### src/rtl/obr_pkg.sv
package obr_pkg;

    typedef enum logic [1:0] {
        CPL_DATA   = 2'd0,
        CPL_MABORT = 2'd1,
        CPL_TABORT = 2'd2,
        CPL_SCERR  = 2'd3
    } cpl_kind_e;

    typedef enum logic [1:0] {
        SLOT_FREE   = 2'd0,
        SLOT_WAIT   = 2'd1,
        SLOT_ISSUED = 2'd2
    } slot_state_e;

    localparam int unsigned ERR_BITS = 3;

    // Map an outcome to its sticky error bit (none for data)
    function automatic logic [ERR_BITS-1:0] err_of(cpl_kind_e k);
        logic [ERR_BITS-1:0] v;
        v = '0;
        case (k)
            CPL_MABORT: v[0] = 1'b1;
            CPL_TABORT: v[1] = 1'b1;
            CPL_SCERR:  v[2] = 1'b1;
            default:    v = '0;
        endcase
        return v;
    endfunction

endpackage

### src/rtl/obr_win_decode.sv
module obr_win_decode #(
    parameter int unsigned ADDR_W = 40,
    parameter int unsigned NWIN   = 2
) (
    input  logic [ADDR_W-1:0]           addr,
    input  logic [NWIN-1:0][ADDR_W-1:0] base,
    input  logic [NWIN-1:0][ADDR_W-1:0] mask,
    input  logic [NWIN-1:0][ADDR_W-1:0] xlat,
    output logic                        hit,
    output logic [ADDR_W-1:0]           xaddr
);
    logic [NWIN-1:0]             hit_vec;
    logic [NWIN-1:0][ADDR_W-1:0] xl_vec;

    for (genvar i = 0; i < NWIN; i++) begin : gen_win
        assign hit_vec[i] = (((addr ^ base[i]) & ~mask[i]) == '0);
        assign xl_vec[i]  = (addr & ~mask[i]) | xlat[i];
    end

    // Lowest-numbered matching window takes priority
    always_comb begin
        xaddr = addr;
        for (int i = NWIN - 1; i >= 0; i--) begin
            if (hit_vec[i]) xaddr = xl_vec[i];
        end
    end

    assign hit = |hit_vec;
endmodule

### src/rtl/obr_fifo.sv
module obr_fifo #(
    parameter int unsigned WIDTH = 8,
    parameter int unsigned DEPTH = 4
) (
    input  logic             clk,
    input  logic             rst,
    input  logic             push,
    input  logic [WIDTH-1:0] wdata,
    input  logic             pop,
    output logic [WIDTH-1:0] rdata,
    output logic             empty,
    output logic [$clog2(DEPTH+1)-1:0] count
);
    localparam int unsigned PTR_W = (DEPTH > 1) ? $clog2(DEPTH) : 1;
    localparam int unsigned CNT_W = $clog2(DEPTH + 1);

    logic [WIDTH-1:0] mem_q [DEPTH];
    logic [PTR_W-1:0] rd_q, wr_q;
    logic [CNT_W-1:0] cnt_q;
    logic             do_push, do_pop;

    assign do_pop  = pop && (cnt_q != '0);
    assign do_push = push && ((cnt_q != CNT_W'(DEPTH)) || do_pop);

    function automatic logic [PTR_W-1:0] bump(logic [PTR_W-1:0] p);
        return (p == PTR_W'(DEPTH - 1)) ? '0 : p + 1'b1;
    endfunction

    always_ff @(posedge clk) begin
        if (rst) begin
            rd_q  <= '0;
            wr_q  <= '0;
            cnt_q <= '0;
        end else begin
            if (do_push) begin
                mem_q[wr_q] <= wdata;
                wr_q        <= bump(wr_q);
            end
            if (do_pop) rd_q <= bump(rd_q);
            if (do_push && !do_pop)      cnt_q <= cnt_q + 1'b1;
            else if (do_pop && !do_push) cnt_q <= cnt_q - 1'b1;
        end
    end

    assign rdata = mem_q[rd_q];
    assign empty = (cnt_q == '0);
    assign count = cnt_q;
endmodule

### src/rtl/obr_slot_table.sv
module obr_slot_table
    import obr_pkg::*;
#(
    parameter int unsigned DEPTH  = 4,
    parameter int unsigned ADDR_W = 40,
    parameter int unsigned TAG_W  = 4,
    parameter int unsigned ID_W   = 2
) (
    input  logic              clk,
    input  logic              rst,
    input  logic              alloc_en,
    input  logic [ADDR_W-1:0] alloc_addr,
    input  logic              alloc_dual,
    input  logic [TAG_W-1:0]  alloc_tag,
    output logic [ID_W-1:0]   alloc_id,
    input  logic              issue_en,
    input  logic [ID_W-1:0]   issue_id,
    output logic [ADDR_W-1:0] issue_addr,
    output logic              issue_dual,
    input  logic              cpl_en,
    input  logic [ID_W-1:0]   cpl_id,
    output logic              cpl_hit,
    output logic [TAG_W-1:0]  cpl_tag,
    output logic [$clog2(DEPTH+1)-1:0] used_cnt
);
    localparam int unsigned CNT_W = $clog2(DEPTH + 1);

    slot_state_e       st   [DEPTH];
    logic [ADDR_W-1:0] addr [DEPTH];
    logic              dual [DEPTH];
    logic [TAG_W-1:0]  tag  [DEPTH];

    for (genvar i = 0; i < DEPTH; i++) begin : gen_slot
        slot_state_e       st_q;
        logic [ADDR_W-1:0] addr_q;
        logic              dual_q;
        logic [TAG_W-1:0]  tag_q;
        logic              sel_alloc, sel_issue, sel_done;

        assign sel_alloc = alloc_en && (alloc_id == ID_W'(i)) && (st_q == SLOT_FREE);
        assign sel_issue = issue_en && (issue_id == ID_W'(i)) && (st_q == SLOT_WAIT);
        assign sel_done  = cpl_en && (cpl_id == ID_W'(i)) && (st_q == SLOT_ISSUED);

        always_ff @(posedge clk) begin
            if (rst) begin
                st_q   <= SLOT_FREE;
                addr_q <= '0;
                dual_q <= 1'b0;
                tag_q  <= '0;
            end else begin
                if (sel_alloc) begin
                    st_q   <= SLOT_WAIT;
                    addr_q <= alloc_addr;
                    dual_q <= alloc_dual;
                    tag_q  <= alloc_tag;
                end else if (sel_issue) begin
                    st_q <= SLOT_ISSUED;
                end else if (sel_done) begin
                    st_q <= SLOT_FREE;
                end
            end
        end

        assign st[i]   = st_q;
        assign addr[i] = addr_q;
        assign dual[i] = dual_q;
        assign tag[i]  = tag_q;
    end

    always_comb begin
        alloc_id = '0;
        for (int i = DEPTH - 1; i >= 0; i--) begin
            if (st[i] == SLOT_FREE) alloc_id = ID_W'(i);
        end
    end

    always_comb begin
        used_cnt = '0;
        for (int i = 0; i < DEPTH; i++) begin
            if (st[i] != SLOT_FREE) used_cnt = used_cnt + CNT_W'(1);
        end
    end

    assign issue_addr = addr[issue_id];
    assign issue_dual = dual[issue_id];
    assign cpl_hit    = (st[cpl_id] == SLOT_ISSUED);
    assign cpl_tag    = tag[cpl_id];
endmodule

### src/rtl/outbound_read_front.sv
module outbound_read_front
    import obr_pkg::*;
#(
    parameter int unsigned ADDR_W = 40,
    parameter int unsigned DATA_W = 64,
    parameter int unsigned TAG_W  = 4,
    parameter int unsigned NWIN   = 2,
    parameter int unsigned DEPTH  = 4,
    parameter int unsigned ID_W   = (DEPTH > 1) ? $clog2(DEPTH) : 1
) (
    input  logic                        clk,
    input  logic                        rst,
    input  logic                        req_valid,
    input  logic                        req_dual,
    input  logic [ADDR_W-1:0]           req_addr,
    input  logic [TAG_W-1:0]            req_tag,
    output logic                        req_accept,
    output logic                        req_retry,
    input  logic [NWIN-1:0][ADDR_W-1:0] win_base,
    input  logic [NWIN-1:0][ADDR_W-1:0] win_mask,
    input  logic [NWIN-1:0][ADDR_W-1:0] win_xlat,
    output logic                        ext_valid,
    input  logic                        ext_ready,
    output logic [ID_W-1:0]             ext_id,
    output logic [ADDR_W-1:0]           ext_addr,
    output logic                        ext_dual,
    input  logic                        cpl_valid,
    input  logic [ID_W-1:0]             cpl_id,
    input  logic [1:0]                  cpl_status,
    input  logic [DATA_W-1:0]           cpl_data,
    output logic                        rsp_valid,
    input  logic                        rsp_ready,
    output logic [TAG_W-1:0]            rsp_tag,
    output logic [DATA_W-1:0]           rsp_data,
    output logic                        rsp_abort,
    output logic [ERR_BITS-1:0]         err_flags,
    input  logic [ERR_BITS-1:0]         err_clr
);
    localparam int unsigned CNT_W = $clog2(DEPTH + 1);
    localparam int unsigned RSP_W = TAG_W + 1 + DATA_W;

    // Window decode and translation
    logic              win_hit;
    logic [ADDR_W-1:0] win_xaddr;

    obr_win_decode #(.ADDR_W(ADDR_W), .NWIN(NWIN)) u_dec (
        .addr (req_addr),
        .base (win_base),
        .mask (win_mask),
        .xlat (win_xlat),
        .hit  (win_hit),
        .xaddr(win_xaddr)
    );

    // Credit pool shared by slots and queued responses
    logic [CNT_W-1:0] used_cnt, rsp_cnt;
    logic [CNT_W:0]   occupancy;
    logic             pool_full, claim;

    assign occupancy  = {1'b0, used_cnt} + {1'b0, rsp_cnt};
    assign pool_full  = (occupancy >= (CNT_W + 1)'(DEPTH));
    assign claim      = req_valid && (req_dual || win_hit);
    assign req_accept = claim && !pool_full;
    assign req_retry  = claim && pool_full;

    // Slot table
    logic [ID_W-1:0]   alloc_id, head_id;
    logic              iq_empty, issue_fire;
    logic              cpl_hit, cpl_take;
    logic [TAG_W-1:0]  cpl_tag;
    logic [CNT_W-1:0]  iq_cnt;

    assign ext_valid  = !iq_empty;
    assign ext_id     = head_id;
    assign issue_fire = ext_valid && ext_ready;
    assign cpl_take   = cpl_valid && cpl_hit;

    obr_slot_table #(
        .DEPTH(DEPTH), .ADDR_W(ADDR_W), .TAG_W(TAG_W), .ID_W(ID_W)
    ) u_slots (
        .clk       (clk),
        .rst       (rst),
        .alloc_en  (req_accept),
        .alloc_addr(req_dual ? req_addr : win_xaddr),
        .alloc_dual(req_dual),
        .alloc_tag (req_tag),
        .alloc_id  (alloc_id),
        .issue_en  (issue_fire),
        .issue_id  (head_id),
        .issue_addr(ext_addr),
        .issue_dual(ext_dual),
        .cpl_en    (cpl_take),
        .cpl_id    (cpl_id),
        .cpl_hit   (cpl_hit),
        .cpl_tag   (cpl_tag),
        .used_cnt  (used_cnt)
    );

    // Issue-order queue of slot numbers
    obr_fifo #(.WIDTH(ID_W), .DEPTH(DEPTH)) u_issue_q (
        .clk  (clk),
        .rst  (rst),
        .push (req_accept),
        .wdata(alloc_id),
        .pop  (issue_fire),
        .rdata(head_id),
        .empty(iq_empty),
        .count(iq_cnt)
    );

    // Response queue
    cpl_kind_e        kind;
    logic             cpl_is_abort;
    logic [RSP_W-1:0] rsp_in, rsp_out;
    logic             rq_empty;

    assign kind         = cpl_kind_e'(cpl_status);
    assign cpl_is_abort = (kind != CPL_DATA);
    assign rsp_in       = {cpl_tag, cpl_is_abort, cpl_is_abort ? {DATA_W{1'b0}} : cpl_data};

    obr_fifo #(.WIDTH(RSP_W), .DEPTH(DEPTH)) u_rsp_q (
        .clk  (clk),
        .rst  (rst),
        .push (cpl_take),
        .wdata(rsp_in),
        .pop  (rsp_ready),
        .rdata(rsp_out),
        .empty(rq_empty),
        .count(rsp_cnt)
    );

    assign rsp_valid = !rq_empty;
    assign {rsp_tag, rsp_abort, rsp_data} = rsp_out;

    // Sticky error bits, set wins over clear
    logic [ERR_BITS-1:0] err_q, err_set;
    assign err_set = cpl_take ? err_of(kind) : '0;

    always_ff @(posedge clk) begin
        if (rst) err_q <= '0;
        else     err_q <= (err_q & ~err_clr) | err_set;
    end

    assign err_flags = err_q;
endmodule

### config.mk
export PLATFORM = sky130hd
export DESIGN_NAME = outbound_read_front
export DESIGN_NICKNAME = d
export VERILOG_FILES = /design/src/rtl/obr_pkg.sv /design/src/rtl/obr_win_decode.sv /design/src/rtl/obr_fifo.sv /design/src/rtl/obr_slot_table.sv /design/src/rtl/outbound_read_front.sv
export SDC_FILE = /design/constraint.sdc
export NUM_CORES = 1
export LEC_CHECK = 0
export BUFFER_PORTS_ARGS = -buffer_cell sky130_fd_sc_hd__buf_2
export CAP_MARGIN = 20
export CORE_MARGIN = 8
export CORE_UTILIZATION = 32
export CTS_BUF_LIST = sky130_fd_sc_hd__clkbuf_2
export DETAILED_ROUTE_END_ITERATION = 16
export MAX_ROUTING_LAYER = met4
export PLACE_DENSITY = 0.53
export SLEW_MARGIN = 20
export SYNTH_ARGS = -nofsm -noshare
export SYNTH_HDL_FRONTEND = slang
export SYNTH_SLANG_ARGS = --single-unit
### constraint.sdc
create_clock -name clk -period 5.6 [get_ports clk]
set_clock_uncertainty 0.05 [all_clocks]
set_input_delay 0.56 -clock clk [delete_from_list [all_inputs] [get_ports clk]]
set_output_delay 0.56 -clock clk [all_outputs]
set_load 0.01 [all_outputs]
==> results.toml <==
[yosys]
number_of_flops_mapped_to_enable_cells_by_yosys = 284
synth.ff_latch_count = 493
mappedNetlistNets = 2041
ys_warns = 0
synthesis.area_per_instance_um2 = 13.29
seq_area_frac_synth = 0.5760
synthArstFlopShare = 0
synth_top_flop_cell = "edfxtp_1"
synth.distinct_cells = 54
syn-cell-area_mm2 = 0.02207
post_synthesis_instance_total = 1661

[pwr]
clock_power_share = 0.297
p_comb_frac = 0.242
peakVddDrop_v = 0.0001339
pwr_density_cell_mw_per_mm2 = 295.5
p_sw_uw = 2828
power_leakage_uw = 0.01128
intPower_uw = 6054
seqPwrFrac = 0.461
power.share.switching = 0.3184

[routing]
drc = 0
avgRoutedWirePerCell_um = 24.80
first_iter_violations = 1123
via_per_inst = 5.451
route.vias.total = 18998
drt_first_pass_iters = 6
drtAntennaViolNets = 0
finalWirelength_um = 86440

[worst_setup_path]
critPathMostFrequentCell = "ha_1"
crit_path_max_fanout = 7
endpoint_kind = "primary output"
critPathLaunchType = "register"
cp_num_cells = 11
worstSetupPathType = "register to primary output"
critPathSlowestCell = "dfxtp_1"
worst-endpoint-required_ns = 4.99
crit_family = "simple AND/OR/NAND/NOR gates"
critical_path_buf_inv_count = 2
rr_worst_depth = 15
cp_slowest_stage_delay_ns = 0.36
critical_path_cell_by_cell = "nor2_1 -> inv_1 -> ha_1 -> xnor2_1 -> ha_1 -> mux2_2 -> ha_1 -> nor3_1 -> o211ai_1 -> nor2_1 -> buf_2"
cp.arrival_ns = 4.48

[clock_tree]
clk_path_buf_depth = 3
clk_pin_slew_ns = 0.10
clock_sink_count = 493
tritoncts.num_buffers = 134
root_buffer = "clkbuf_2"
clock_insertion_delay_worst_skew_ns = 1.18
number_of_post_cts_setup_repair_buffers = 0
tritoncts = "yes"
htree_num_levels = 4

[layout]
synthToLayoutAreaGrowth_pct = 36.20
layout.nets = 2888
drive_above_1_share = 0.3318
finish.utilization = 0.4390

[sta]
ratio_of_final_minimum_period_to_clock_period = 0.9085
rsz0062_at_grt = "false"
post-route-min-period_ns = 5.087
max_slew_margin = 0.2643
setup_tns_ns = 0
holdWs_ns = 0.1885
setup_violating_endpoint_count_in_the_final_report = 0
hold_violations = 0
final-max-slew-violation-count = 0
timing.fmax_ghz = 0.1966
tightestPinTransition_ns = 1.104
postLayoutSetupSlackWorst_ns = 0.5127

[min_path]
hold_depth = 4
worst_hold_path_type = "primary input to register"

[die]
die-area_mm2 = 0.07763
start_util = 0.3224
die_height_um = 278.6
area_of_the_core_region_mm2 = 0.06847
io_pins = 481
die_w_um = 278.6
placementRows = 96

[grt]
grt_usage = 0.2215
globalRoute.totalOverflow = 0
first_pass_grt_wire_length_um = 127600
antenna_found_initial = 4
grt_pass1_vias = 20472
maximum_number_of_pins_on_one_net_before_global_route_repair = 100

[run_status]
outcome = "finished clean"

[job]
drv.max_cap_violation_count = 0

[placed_design]
place_congestion = 0.9794
hpwl_um = 59230
count_of_input_and_output_buffers = 480
preCtsSetupSlack_ns = 0.9396
## stage by stage
| step | area (um^2) | total power (uW) | instances |
|---|---|---|---|
| 5_1_grt | 30060 | 9343 | 3484 |
| 3_3_place_gp | 25470 | 6182 | 2923 |
| 3_5_place_dp | 25470 | 6197 | 2923 |
| 4_1_cts | 30010 | 9006 | 3478 |
| 2_1_floorplan | 22070 | 5348 | 1661 |
| 6_report | 30060 | 8882 | 3485 |
## final cells by class
class,instances,area (um^2)
repair buffers,844,6036
flip-flops and latches,493,12720
multi-input cells,977,8727
diodes,5,12.51
clock buffers,187,935.9
well taps,882,1104
fillers,6458,38410
clock inverters,39,306.5
inverters,58,217.7
## cells in the mapped netlist (3+ instances only)
cell type  number  area, um^2
edfxtp_1      284        8528
dfxtp_1       209        4184
a311oi_1      120        1051
a21oi_1       119       595.6
mux4_2        116        2613
clkbuf_1      101       379.1
xnor2_1        81       709.4
and2_1         70       437.9
o22ai_1        63       394.1
inv_1          58       217.7
nor3_1         50       250.2
o31ai_1        43       322.8
a31oi_1        41       256.5
a221o_1        40       400.4
a22oi_1        40       300.3
o21ai_0        28       140.1
nand2_1        26       97.59
nand3_1        26       130.1
nor2_1         24       90.09
buf_2          18       90.09
ha_1           16       200.2
nor4_1         16       100.1
buf_1          14       52.55
and3_1          6       37.54
or3_1           5       31.28
xor2_1          5       43.79
mux2i_1         3       30.03
nand2b_1        3       18.77
nand3b_1        3       22.52
o41ai_1         3       26.28
## worst reg2reg max path, delay by kind of cell (launching register included)
| family | cells | cell delay (ns) |
|---|---|---|
| multiplexers | 1 | 0.27 |
| AND/OR/NAND/NOR | 3 | 0.97 |
| adder cells (fa/ha/maj) | 3 | 0.82 |
| AO/OA/AOI/OAI | 4 | 0.98 |
| buffers and inverters | 3 | 1.30 |
| XOR/XNOR | 1 | 0.15 |
| flip-flops | 1 | 0.36 |
## power groups by stage
stage | clock, uW | combinational [uW] | sequential [uW]
after detailed placement | 0 | 2010 | 4180
after floorplan | 0 | 1250 | 4090
final | 2640 | 2150 | 4100
after global placement | 0 | 2010 | 4180
after global routing | 2920 | 2300 | 4120
after CTS | 2740 | 2170 | 4100
## metal layers
layer | routed length (um) | track usage | up-vias
li1 | - | - | 8471
met1 | 33540 | 0.2444 | 9435
met2 | 43880 | 0.3755 | 909
met3 | 5036 | 0.04583 | 183
met4 | 3975 | 0.1187 | 0
met5 | 0 | - | -
## flip-flops by register name, indices dropped and copies added, names as in the netlist, 4 cells and up, named ones only
| register | cells |
|---|---|
| u_slots.gen_slot.tag_q | 16 |
| u_slots.gen_slot.dual_q | 4 |
| u_slots.gen_slot.st_q | 8 |
| u_issue_q.mem_q | 8 |
| u_rsp_q.mem_q | 276 |
| u_slots.gen_slot.addr_q | 160 |
## final timing paths
kind	slack (ns)	endpoint	startpoint
min reg2reg	0.42	register	u_rsp_q.rd_q[1]
min	0.19	u_slots.gen_slot[2].tag_q[3]	req_tag[3]
max reg2reg	0.59	u_slots.gen_slot[2].addr_q[33]	u_slots.gen_slot[0].st_q[0]
max	0.51	req_accept	u_slots.gen_slot[0].st_q[0]
## placed cells by master (no fill, tap or decap), types with 41 or more instances in the layout
cell type / count
a21oi_1: 119
a311oi_1: 120
a31oi_1: 41
and2_1: 66
buf_2: 479
clkbuf_2: 187
dfxtp_1: 207
dlygate4sd3_1: 329
edfxtp_1: 284
inv_1: 58
mux4_2: 115
nor3_1: 47
o22ai_1: 63
o31ai_1: 41
xnor2_1: 81
## cells by family after synthesis
family          synth area share
compound gates            0.1633
flops                     0.5760
simple gates             0.06043
buf+inv                  0.03351
mux                       0.1208
xor+xnor                 0.03515
fa+ha+maj                0.01088
## what timing repair did
| item | 4_1_cts | 5_1_grt |
|---|---|---|
| gates resized for setup | 0 | 0 |
| setup endpoints to repair | 0 | 0 |
| hold buffers | 329 | 0 |
| hold endpoints to repair | 519 | 0 |
Power figures use the tool's default switching activity.
